File: src/rtl/memcs_pkg.sv
package memcs_pkg;

    localparam int PAGE_W = 8;

    typedef logic [PAGE_W-1:0] page_t;

    // Boundary set held by the register file
    typedef struct packed {
        page_t rom_top;
        page_t ram_base;
        page_t ram_top;
    } bounds_t;

    // Raw window matches before priority is applied
    typedef struct packed {
        logic rom_hit;
        logic ram_hit;
    } hits_t;

    // Device chosen for the current cycle
    typedef enum logic [1:0] {
        TGT_NONE = 2'd0,
        TGT_ROM  = 2'd1,
        TGT_RAM  = 2'd2
    } target_e;

    function automatic logic page_in_range(page_t p, page_t lo, page_t hi);
        return (p >= lo) && (p <= hi);
    endfunction

endpackage

File: src/rtl/memcs_regfile.sv
module memcs_regfile
    import memcs_pkg::*;
#(
    parameter int              IO_ADDR_W  = 8,
    parameter logic [7:0]      ROM_TOP_AD = 8'hE8,
    parameter logic [7:0]      RAM_LO_AD  = 8'hE6,
    parameter logic [7:0]      RAM_HI_AD  = 8'hE7,
    parameter logic [PAGE_W-1:0] RST_VAL  = '1
) (
    input  logic                 clk,
    input  logic                 rst,
    input  logic [IO_ADDR_W-1:0] io_addr,
    input  logic [PAGE_W-1:0]    io_wdata,
    input  logic                 io_wr,
    input  logic                 io_rd,
    output logic [PAGE_W-1:0]    io_rdata,
    output bounds_t              bounds
);

    localparam int NREG = 3;
    localparam int IDX_ROM_TOP = 0;
    localparam int IDX_RAM_LO  = 1;
    localparam int IDX_RAM_HI  = 2;

    localparam logic [IO_ADDR_W-1:0] SLOT_AD [NREG] = '{
        IO_ADDR_W'(ROM_TOP_AD),
        IO_ADDR_W'(RAM_LO_AD),
        IO_ADDR_W'(RAM_HI_AD)
    };

    page_t          regs [NREG];
    logic [NREG-1:0] slot_hit;

    for (genvar g = 0; g < NREG; g++) begin : g_slot
        assign slot_hit[g] = (io_addr == SLOT_AD[g]);

        always_ff @(posedge clk) begin
            if (rst) begin
                regs[g] <= RST_VAL;
            end else if (io_wr && slot_hit[g]) begin
                regs[g] <= io_wdata;
            end
        end

        // a write strobe to this slot lands the written byte
        assert_write_lands_R8 : assert property (@(posedge clk) disable iff (rst)
            (io_wr && slot_hit[g]) |=> (regs[g] == $past(io_wdata)));

        // without a strobe addressed to it the slot keeps its value
        assert_slot_hold_R7 : assert property (@(posedge clk) disable iff (rst)
            !(io_wr && slot_hit[g]) |=> $stable(regs[g]));
    end

    always_comb begin
        io_rdata = '0;
        for (int i = 0; i < NREG; i++) begin
            if (io_rd && slot_hit[i]) begin
                io_rdata = regs[i];
            end
        end
    end

    assign bounds.rom_top  = regs[IDX_ROM_TOP];
    assign bounds.ram_base = regs[IDX_RAM_LO];
    assign bounds.ram_top  = regs[IDX_RAM_HI];

    // read data is quiet when no read is requested
    assert_rdata_quiet_R8 : assert property (@(posedge clk) disable iff (rst)
        !io_rd |-> (io_rdata == '0));

endmodule

File: src/rtl/memcs_window.sv
module memcs_window
    import memcs_pkg::*;
(
    input  page_t page,
    input  page_t floor_pg,
    input  page_t top_pg,
    output logic  hit
);

    assign hit = page_in_range(page, floor_pg, top_pg);

endmodule

File: src/rtl/memcs_arbiter.sv
module memcs_arbiter
    import memcs_pkg::*;
(
    input  logic  clk,
    input  logic  rst,
    input  logic  mem_req,
    input  logic  rom_disable,
    input  hits_t hits,
    output logic  rom_cs_n,
    output logic  ram_cs_n
);

    target_e tgt;

    always_comb begin
        tgt = TGT_NONE;
        if (mem_req) begin
            if (hits.rom_hit && !rom_disable) begin
                tgt = TGT_ROM;
            end else if (hits.ram_hit) begin
                tgt = TGT_RAM;
            end
        end
    end

    assign rom_cs_n = (tgt != TGT_ROM);
    assign ram_cs_n = (tgt != TGT_RAM);

    // the two selects are never low together
    assert_one_select_R3 : assert property (@(posedge clk) disable iff (rst)
        $countones({~rom_cs_n, ~ram_cs_n}) <= 1);

    // no memory request, no select
    assert_idle_quiet_R6 : assert property (@(posedge clk) disable iff (rst)
        !mem_req |-> (rom_cs_n && ram_cs_n));

    // the override keeps ROM off
    assert_rom_override_R5 : assert property (@(posedge clk) disable iff (rst)
        rom_disable |-> rom_cs_n);

    // a ROM match with ROM enabled blocks the RAM select
    assert_rom_priority_R3 : assert property (@(posedge clk) disable iff (rst)
        (mem_req && hits.rom_hit && !rom_disable) |-> (!rom_cs_n && ram_cs_n));

endmodule

File: src/rtl/mem_cs_decoder.sv
module mem_cs_decoder
    import memcs_pkg::*;
#(
    parameter int         IO_ADDR_W  = 8,
    parameter logic [7:0] ROM_TOP_AD = 8'hE8,
    parameter logic [7:0] RAM_LO_AD  = 8'hE6,
    parameter logic [7:0] RAM_HI_AD  = 8'hE7
) (
    input  logic                 clk,
    input  logic                 rst,
    input  logic [IO_ADDR_W-1:0] io_addr,
    input  logic [PAGE_W-1:0]    io_wdata,
    input  logic                 io_wr,
    input  logic                 io_rd,
    output logic [PAGE_W-1:0]    io_rdata,
    input  logic [PAGE_W-1:0]    mem_page,
    input  logic                 mem_req,
    input  logic                 cfg_rom_disable,
    output logic                 rom_cs_n,
    output logic                 ram_cs_n
);

    localparam page_t ROM_FLOOR = '0;

    bounds_t bounds;
    hits_t   hits;

    memcs_regfile #(
        .IO_ADDR_W  (IO_ADDR_W),
        .ROM_TOP_AD (ROM_TOP_AD),
        .RAM_LO_AD  (RAM_LO_AD),
        .RAM_HI_AD  (RAM_HI_AD),
        .RST_VAL    ('1)
    ) u_regs (
        .clk      (clk),
        .rst      (rst),
        .io_addr  (io_addr),
        .io_wdata (io_wdata),
        .io_wr    (io_wr),
        .io_rd    (io_rd),
        .io_rdata (io_rdata),
        .bounds   (bounds)
    );

    memcs_window u_rom_win (
        .page     (mem_page),
        .floor_pg (ROM_FLOOR),
        .top_pg   (bounds.rom_top),
        .hit      (hits.rom_hit)
    );

    memcs_window u_ram_win (
        .page     (mem_page),
        .floor_pg (bounds.ram_base),
        .top_pg   (bounds.ram_top),
        .hit      (hits.ram_hit)
    );

    memcs_arbiter u_arb (
        .clk         (clk),
        .rst         (rst),
        .mem_req     (mem_req),
        .rom_disable (cfg_rom_disable),
        .hits        (hits),
        .rom_cs_n    (rom_cs_n),
        .ram_cs_n    (ram_cs_n)
    );

    // an inverted RAM range never selects RAM
    assert_inverted_ram_R9 : assert property (@(posedge clk) disable iff (rst)
        (bounds.ram_base > bounds.ram_top) |-> ram_cs_n);

    // ROM page at or below its top is selected when enabled
    assert_rom_low_page_R1 : assert property (@(posedge clk) disable iff (rst)
        (mem_req && !cfg_rom_disable && (mem_page <= bounds.rom_top)) |-> !rom_cs_n);

endmodule

File: config.mk
export PLATFORM = sky130hd
export DESIGN_NAME = mem_cs_decoder
export DESIGN_NICKNAME = d
export VERILOG_FILES = /design/src/rtl/memcs_pkg.sv /design/src/rtl/memcs_regfile.sv /design/src/rtl/memcs_window.sv /design/src/rtl/memcs_arbiter.sv /design/src/rtl/mem_cs_decoder.sv
export SDC_FILE = /design/constraint.sdc
export NUM_CORES = 1
export LEC_CHECK = 0
export BUFFER_PORTS_ARGS = -buffer_cell sky130_fd_sc_hd__clkbuf_2
export CORE_UTILIZATION = 54
export CTS_CLUSTER_DIAMETER = 50
export DETAILED_ROUTE_END_ITERATION = 10
export PLACE_DENSITY = 0.8
export SLEW_MARGIN = 20
export SYNTH_ARGS = -nofsm -noshare
export SYNTH_HDL_FRONTEND = slang
export SYNTH_SLANG_ARGS = --single-unit
File: constraint.sdc
create_clock -name clk -period 1.85 [get_ports clk]
set_clock_uncertainty 0.05 [all_clocks]
set_input_delay 0.0925 -clock clk [delete_from_list [all_inputs] [get_ports clk]]
set_output_delay 0.0925 -clock clk [all_outputs]
set_load 0.01 [all_outputs]
; Yosys cells after proc, flatten, opt, wreduce, memory -nomap -nowiden
; Memory sizes are Yosys's and may differ from the RTL's.
; Index checks and enable logic that the tools add are counted.
[classes]
n_mux = 20
reduce_logical = 10
eq_ne = 5
magnitude_cmp = 4
bitwise = 3
[op_table]
columns = cell, count
row1 = 8-bit two-way mux, 6
row2 = 8-bit equality test (second input constant), 3
row3 = 8-bit less-or-equal comparator, 2
row4 = 1-bit two-way mux, 11
row5 = 1-bit logical AND, 9
row6 = 8-bit by 1-bit greater-or-equal comparator with 1-bit output (second input constant), 1
row7 = 8-bit greater-or-equal comparator, 1
row8 = 2-bit two-way mux, 3
row9 = 1-bit OR, 3
row10 = 2-bit by 1-bit inequality test with 1-bit output (second input constant), 1
row11 = 2-bit inequality test (second input constant), 1
row12 = 1-bit logical NOT, 1
[totals]
ram_bits = 24
regBits = 0
memories = 1
inputBits = 30
out_inout_bits = 10
[memory_table]
columns = memory, depth, word_bits, read_ports, rd_ports_with_merged_regs, wr, line_no
row1 = u_regs.regs, 3, 8, 3, 0, 3, memcs_regfile.sv:31  ; page_t regs [NREG];

; Longest topological paths before layout
; Gate-level depths: netlist (run 1).
; An unclocked memory read counts as a cell.
[logic_depth]
ltp_word = 7
mapped_depth = 7
mapped_depth_nobuf = 7

; Cells and area by module
; A second synthesis (run 1) with hierarchy kept.
[unflattened]
hier_cells = 217
hier_area_um2 = 1991.9
[by_module_without_submodules]
columns = module, cells_per_inst, instances, area_per_inst_um2
row1 = memcs_regfile, 99, 1, 1166.1
row2 = memcs_window, 57, 2, 401.6
row3 = memcs_arbiter, 3, 1, 18.8
row4 = mem_cs_decoder, 1, 1, 3.8

; Worst setup path after synthesis (run 1)
; Ideal clock, no wire load.
[synth_timing]
path_kind = flip-flop to output port
from = memory u_regs.regs[0][7] (netlist bit)
to = output port rom_cs_n
arrival_ns = 1.492
path_buffers = 0
path_slack_ns = 0.216
required_time_ns = 1.707
path_stages_with_launch = 8
path_cell_list = edfxtp_1 inv_1 ha_1 a21oi_1 o21ai_1 mux2_2 a2bb2oi_1 or2_1
[synth_lines]
columns = item, line_no
row1 = start: declaration, memcs_regfile.sv:31
row2 = end: declaration, mem_cs_decoder.sv:19  ; output logic rom_cs_n,

==> flow_summary.json, run 1 <==
{
  "run_status": "finished with violations",
  "report.final.slew_viol_count": 0,
  "drc": 0,
  "drtIter0Drc": 72,
  "initial_core_util": 0.573,
  "holdWs_ps": 11.5,
  "synth_top_area_cell": "edfxtp_1",
  "crit_buf_inv": 2,
  "rsz0062_at_grt": "true",
  "clkTransAtPathRegs_ps": 120,
  "finalSetupViolations": 2,
  "numPortBuffers": 39,
  "drv_cap": 0,
  "first_global_vias": 1370,
  "power.density_nw_per_um2": 528,
  "path_max_fanout": 3,
  "antenna_found_initial": 0,
  "drt-total-wl_um": 3770,
  "cts_max_path_buffers": 2,
  "fmax_ghz": 0.474,
  "dieArea_um2": 3470,
  "cts_tree": "done",
  "nets": 271,
  "num_vias": 1349,
  "crit_arrival_ps": 1970,
  "core_area_um2": 3050,
  "die-height_um": 58.9,
  "viasPerCell": 5.21,
  "fill_cells": 260,
  "cts_hold_buf": 0,
  "power_mw": 1.09,
  "cts_inserted_buffers": 3,
  "grt_max_degree": 13,
  "wl_per_cell_um": 14.5,
  "power.share.switching": 0.258,
  "syn-cell-area_um2": 1750,
  "ys_types": 33,
  "worst_pin_slew_ps": 369,
  "syn2layout_area_growth_pct": 18.0,
  "cp-end-kind": "primary output",
  "timing.slew.headroom": 0.754,
  "yosysWarnings": 0,
  "synth.area.top_cells": "edfxtp_1 (41%), ha_1 (17%), inv_1 (5.6%), nand2_1 (3.6%), or2_2 (3.6%)",
  "antenna_left": 0,
  "yosysTopAreaCellShare": 0.412,
  "synth-seq-cells": 24,
  "overflow": 0,
  "max_flop_register": "u_regs.regs",
  "internal_power_mw": 0.809,
  "hpwl_um": 3030,
  "layout-drive-gt1-share": 0.316,
  "hold_path_class": "input pin to flop",
  "final-hold-violation-count": 0,
  "crit_path_cell_trace": "inv_2 -> ha_4 -> a21oi_2 -> o21ai_2 -> mux2_4 -> a2bb2oi_2 -> or2_1 -> clkbuf_2",
  "synth.net_count": 229,
  "n_antenna_cell": 0,
  "fp.dieW_um": 58.9,
  "peakVddDrop_mv": 0.403,
  "rows": 20,
  "drt_pass1_iterations": 4,
  "cp.required_ps": 1710,
  "syn_avg_cell_area_um2": 10.0,
  "final_common_cell": "clkbuf_2",
  "setup_ws_ps": -259,
  "synth_cells": 175,
  "htreeDepth": 1,
  "synth_seq_area_share": 0.412,
  "slowest_stage": "edfxtp_1",
  "grt_pass1_wl_um": 6000,
  "gp_congestion": 0.811,
  "grtUsageTotal": 0.234,
  "p_clk_frac": 0.200,
  "sequentialPowerShare": 0.589,
  "cts.sinks": 24,
  "switchingPower_mw": 0.281,
  "crit_family": "flip-flops",
  "clock-root-buffer": "clkbuf_4",
  "largest_reg_flops": 24,
  "p_leak_nw": 0.959,
  "cpPeakStageDelay_ps": 420,
  "num_io_pins": 40,
  "mostFrequentLayoutCells": "clkbuf_2 (38), inv_1 (24), edfxtp_1 (24)",
  "violations": "setup timing",
  "finalCritPeriodShare": 1.14,
  "fin_crit_ps": 2110,
  "reg.largest.list": "u_regs.regs (24)",
  "pwr-share-comb": 0.211,
  "startpoint_type": "flop",
  "path_class": "flop to primary output"
}
## stage by stage
stage	std cells	cell area (um2)	setup TNS, ps	utilization	worst slack, ps
2_1_floorplan	175	1750	0	-	216
3_3_place_gp	255	1980	0	0.647	96.5
3_5_place_dp	255	1980	0	0.647	43.0
4_1_cts	259	2040	-389	0.670	-259
5_1_grt	259	2060	-542	0.676	-341
6_report	259	2060	-382	0.676	-259
## cells in the mapped netlist, drive strengths merged
| cell type | number |
|---|---|
| nand4 | 4 |
| buf | 3 |
| a22oi | 6 |
| nand4b | 1 |
| nor2 | 2 |
| nor3 | 4 |
| a2bb2oi | 1 |
| mux2 | 1 |
| or2 | 17 |
| nor4 | 1 |
| nand3b | 1 |
| a21oi | 9 |
| a21o | 3 |
| nand2b | 9 |
| nand2 | 18 |
| o211ai | 1 |
| nand3 | 2 |
| edfxtp | 24 |
| o22ai | 1 |
| a222oi | 2 |
| nor2b | 3 |
| and2 | 4 |
| o21ai | 7 |
| inv | 26 |
| o21a | 1 |
| ha | 24 |
## final cells by class
| class | instances | area, um2 | area share |
|---|---|---|---|
| Sequential cell | 24 | 721 | 0.349 |
| Clock buffer | 3 | 22.5 | 0.0109 |
| Multi-Input combinational cell | 122 | 966 | 0.468 |
| Inverter | 26 | 97.6 | 0.0473 |
| Tap cell | 44 | 55.1 | 0.0267 |
| Timing Repair Buffer | 40 | 203 | 0.0982 |
## path summary, 6_finish.rpt
kind	start	end	slack, ps	cells past startpoint
worst max-delay path	u_regs.regs[0][7]	rom_cs_n	-260	8
worst min-delay path	io_wdata[0]	u_regs.regs[1][0]	10	2
## layer usage
| metal | wire, um | track usage |
|---|---|---|
| met1 | 1720 | 0.301 |
| met2 | 1890 | 0.414 |
| met3 | 116 | 0.0110 |
| met4 | 41 | 0.0952 |
| met5 | 0 | 0 |
## power by group through the flow
stage | clock (mW) | sequential, mW | combinational (mW)
2_1_floorplan | 0 | 0.647 | 0.117
3_3_place_gp | 0 | 0.653 | 0.186
3_5_place_dp | 0 | 0.654 | 0.200
4_1_cts | 0.224 | 0.642 | 0.218
5_1_grt | 0.236 | 0.646 | 0.257
6_report | 0.218 | 0.642 | 0.230
## kinds of logic (layout without fill, tap and decap cells)
logic type | after synthesis | in the layout | share of synthesized area
flops | 24 | 24 | 0.412
compound gates | 31 | 31 | 0.114
simple gates | 66 | 66 | 0.227
buf+inv | 29 | 69 | 0.0694
mux | 1 | 1 | 0.00644
fa+ha+maj | 24 | 24 | 0.172
## what timing repair did
| action | in CTS | in global routing |
|---|---|---|
| buffers inserted | 1 | 0 |
| endpoints found under the setup margin | 2 | 2 |
| pin swaps | 3 | 2 |
| resized for setup | 8 | 5 |
Note: power is estimated with default switching activity, not from simulation.
==> inputs of run 2 (changes only) <==
- CORE_UTILIZATION: 54 -> 45
- MAX_ROUTING_LAYER: unset -> met4
- PLACE_DENSITY: 0.8 -> 0.68
==> run 2 against run 1 <==
  * The flow still finishes with violations (setup timing)
  * Die area grew 19%
  * Setup slack gained 79 ps
  * Sequential power about the same
  * Fmax rose by 3.9%
  * Wire length shrank 6.1%
  * Largest cell class unchanged
  * Non-clock buffer count shrank 1
  * Via count decreased by 1.4%
  * Critical path depth stayed put
==> flow_summary.json, run 2 (same netlist as run 1, synthesis figures left out) <==
{
  "run_status": "finished with violations",
  "violations": "setup timing",
  "htreeDepth": 1,
  "post-place-ws_ps": 62.3,
  "hpwl_um": 2860,
  "cts_max_path_buffers": 2,
  "crit_buf_inv": 2,
  "path_class": "flop to primary output",
  "layout-drive-gt1-share": 0.322,
  "place_area_um2": 1980,
  "n_antenna_cell": 0,
  "grtUsageTotal": 0.185,
  "peakVddDrop_mv": 0.319,
  "wl_per_cell_um": 13.5,
  "switchingPower_mw": 0.277,
  "die-height_um": 64.3,
  "p_clk_frac": 0.250,
  "antenna_found_initial": 0,
  "worst_pin_slew_ps": 355,
  "cts.sinks": 24,
  "viasPerCell": 5.08,
  "power.density_nw_per_um2": 551,
  "numPortBuffers": 39,
  "fin_area_um2": 2100,
  "dieArea_um2": 4140,
  "final_common_cell": "clkbuf_2",
  "clock-root-buffer": "clkbuf_8",
  "fin_crit_ps": 2030,
  "holdPathStages": 2,
  "num_io_pins": 40,
  "clkTransAtPathRegs_ps": 70,
  "hold_path_class": "input pin to flop",
  "hold_end": "u_regs.regs[2][2]",
  "internal_power_mw": 0.877,
  "fp.dieW_um": 64.3,
  "crit_family": "flip-flops",
  "mostFrequentLayoutCells": "clkbuf_2 (38), edfxtp_1 (24), inv_1 (23)",
  "pwr-share-comb": 0.194,
  "final_util": 0.568,
  "drt-total-wl_um": 3540,
  "cts_inserted_buffers": 3,
  "rsz0062_at_grt": "true",
  "drv_cap": 0,
  "slowest_stage": "edfxtp_1",
  "cts_hold_buf": 0,
  "crit_arrival_ps": 1890,
  "core_area_um2": 3690,
  "power.share.switching": 0.240,
  "sequentialPowerShare": 0.556,
  "timing.slew.headroom": 0.763,
  "startpoint_type": "flop",
  "power_mw": 1.15,
  "finalSetupTns_ps": -244,
  "cp-end-kind": "primary output",
  "reg.largest.list": "u_regs.regs (24)",
  "drc": 0,
  "syn2layout_area_growth_pct": 19.8,
  "fmax_ghz": 0.493,
  "crit_path_cell_trace": "inv_2 -> ha_4 -> a21oi_4 -> o21ai_2 -> mux2_4 -> a2bb2oi_2 -> or2_1 -> clkbuf_2",
  "grt_pass1_wl_um": 5760,
  "initial_core_util": 0.474,
  "grt_max_degree": 13,
  "num_vias": 1330,
  "finalCritPeriodShare": 1.10,
  "rows": 22,
  "path_max_fanout": 2,
  "worstHoldStart": "io_wdata[2]",
  "drtIter0Drc": 58,
  "report.final.slew_viol_count": 0,
  "setup_ws_ps": -180,
  "drt_pass1_iterations": 4,
  "cts_setup_buffers": 0,
  "largest_reg_flops": 24,
  "nets": 270,
  "antenna_left": 0,
  "cts_tree": "done",
  "max_flop_register": "u_regs.regs",
  "cp.required_ps": 1710,
  "gp_congestion": 0.812,
  "final-hold-violation-count": 0,
  "first_global_vias": 1304,
  "finalSetupViolations": 2,
  "cpPeakStageDelay_ps": 410,
  "p_leak_nw": 0.965,
  "overflow": 0
}
[run 2: worst max-delay path by stage]
stage	cells after the start	slack, ps	start	end
4_1_cts	8	-190	u_regs.regs[0][5]	rom_cs_n
3_5_place_dp	8	60	u_regs.regs[0][7]	rom_cs_n
2_1_floorplan	7	220	u_regs.regs[0][7]	rom_cs_n
3_3_place_gp	8	100	u_regs.regs[0][7]	rom_cs_n
5_1_grt	8	-250	u_regs.regs[0][5]	rom_cs_n
6_report	8	-180	u_regs.regs[0][5]	rom_cs_n
[run 2: routing by layer]
metal,up-vias,global-route usage,share of wire
li1,692,-,-
met1,600,0.246,0.48
met2,34,0.307,0.47
met3,4,0.0161,0.037
met4,0,0.0417,0.010
met5,-,-,0
[run 2: layout make-up]
class | instances | area (um2)
Inverter | 26 | 97.6
Fill cell | 347 | 1590
Multi-Input combinational cell | 122 | 981
Tap cell | 48 | 60.1
Sequential cell | 24 | 721
Timing Repair Buffer | 39 | 195
Clock buffer | 3 | 41.3
[run 2: repair_timing]
item | 4_1_cts | 5_1_grt
setup endpoints to repair | 2 | 2
hold endpoints to repair | 0 | 0
resized for setup | 6 | 8
pin swaps | 3 | 5
[run 2: power by group through the flow]
stage / registers (mW) / logic [mW] / clock network, mW
2_1_floorplan: 0.647 / 0.117 / 0
3_3_place_gp: 0.653 / 0.191 / 0
3_5_place_dp: 0.654 / 0.194 / 0
4_1_cts: 0.641 / 0.208 / 0.295
5_1_grt: 0.645 / 0.256 / 0.319
6_report: 0.642 / 0.224 / 0.289
[run 2: metrics by stage]
stage / std cells / hold WS (ps)
6_report: 262 / 68.4
5_1_grt: 262 / 57.4
4_1_cts: 262 / 65.1
3_5_place_dp: 259 / 332
3_3_place_gp: 259 / 327
2_1_floorplan: 175 / 218
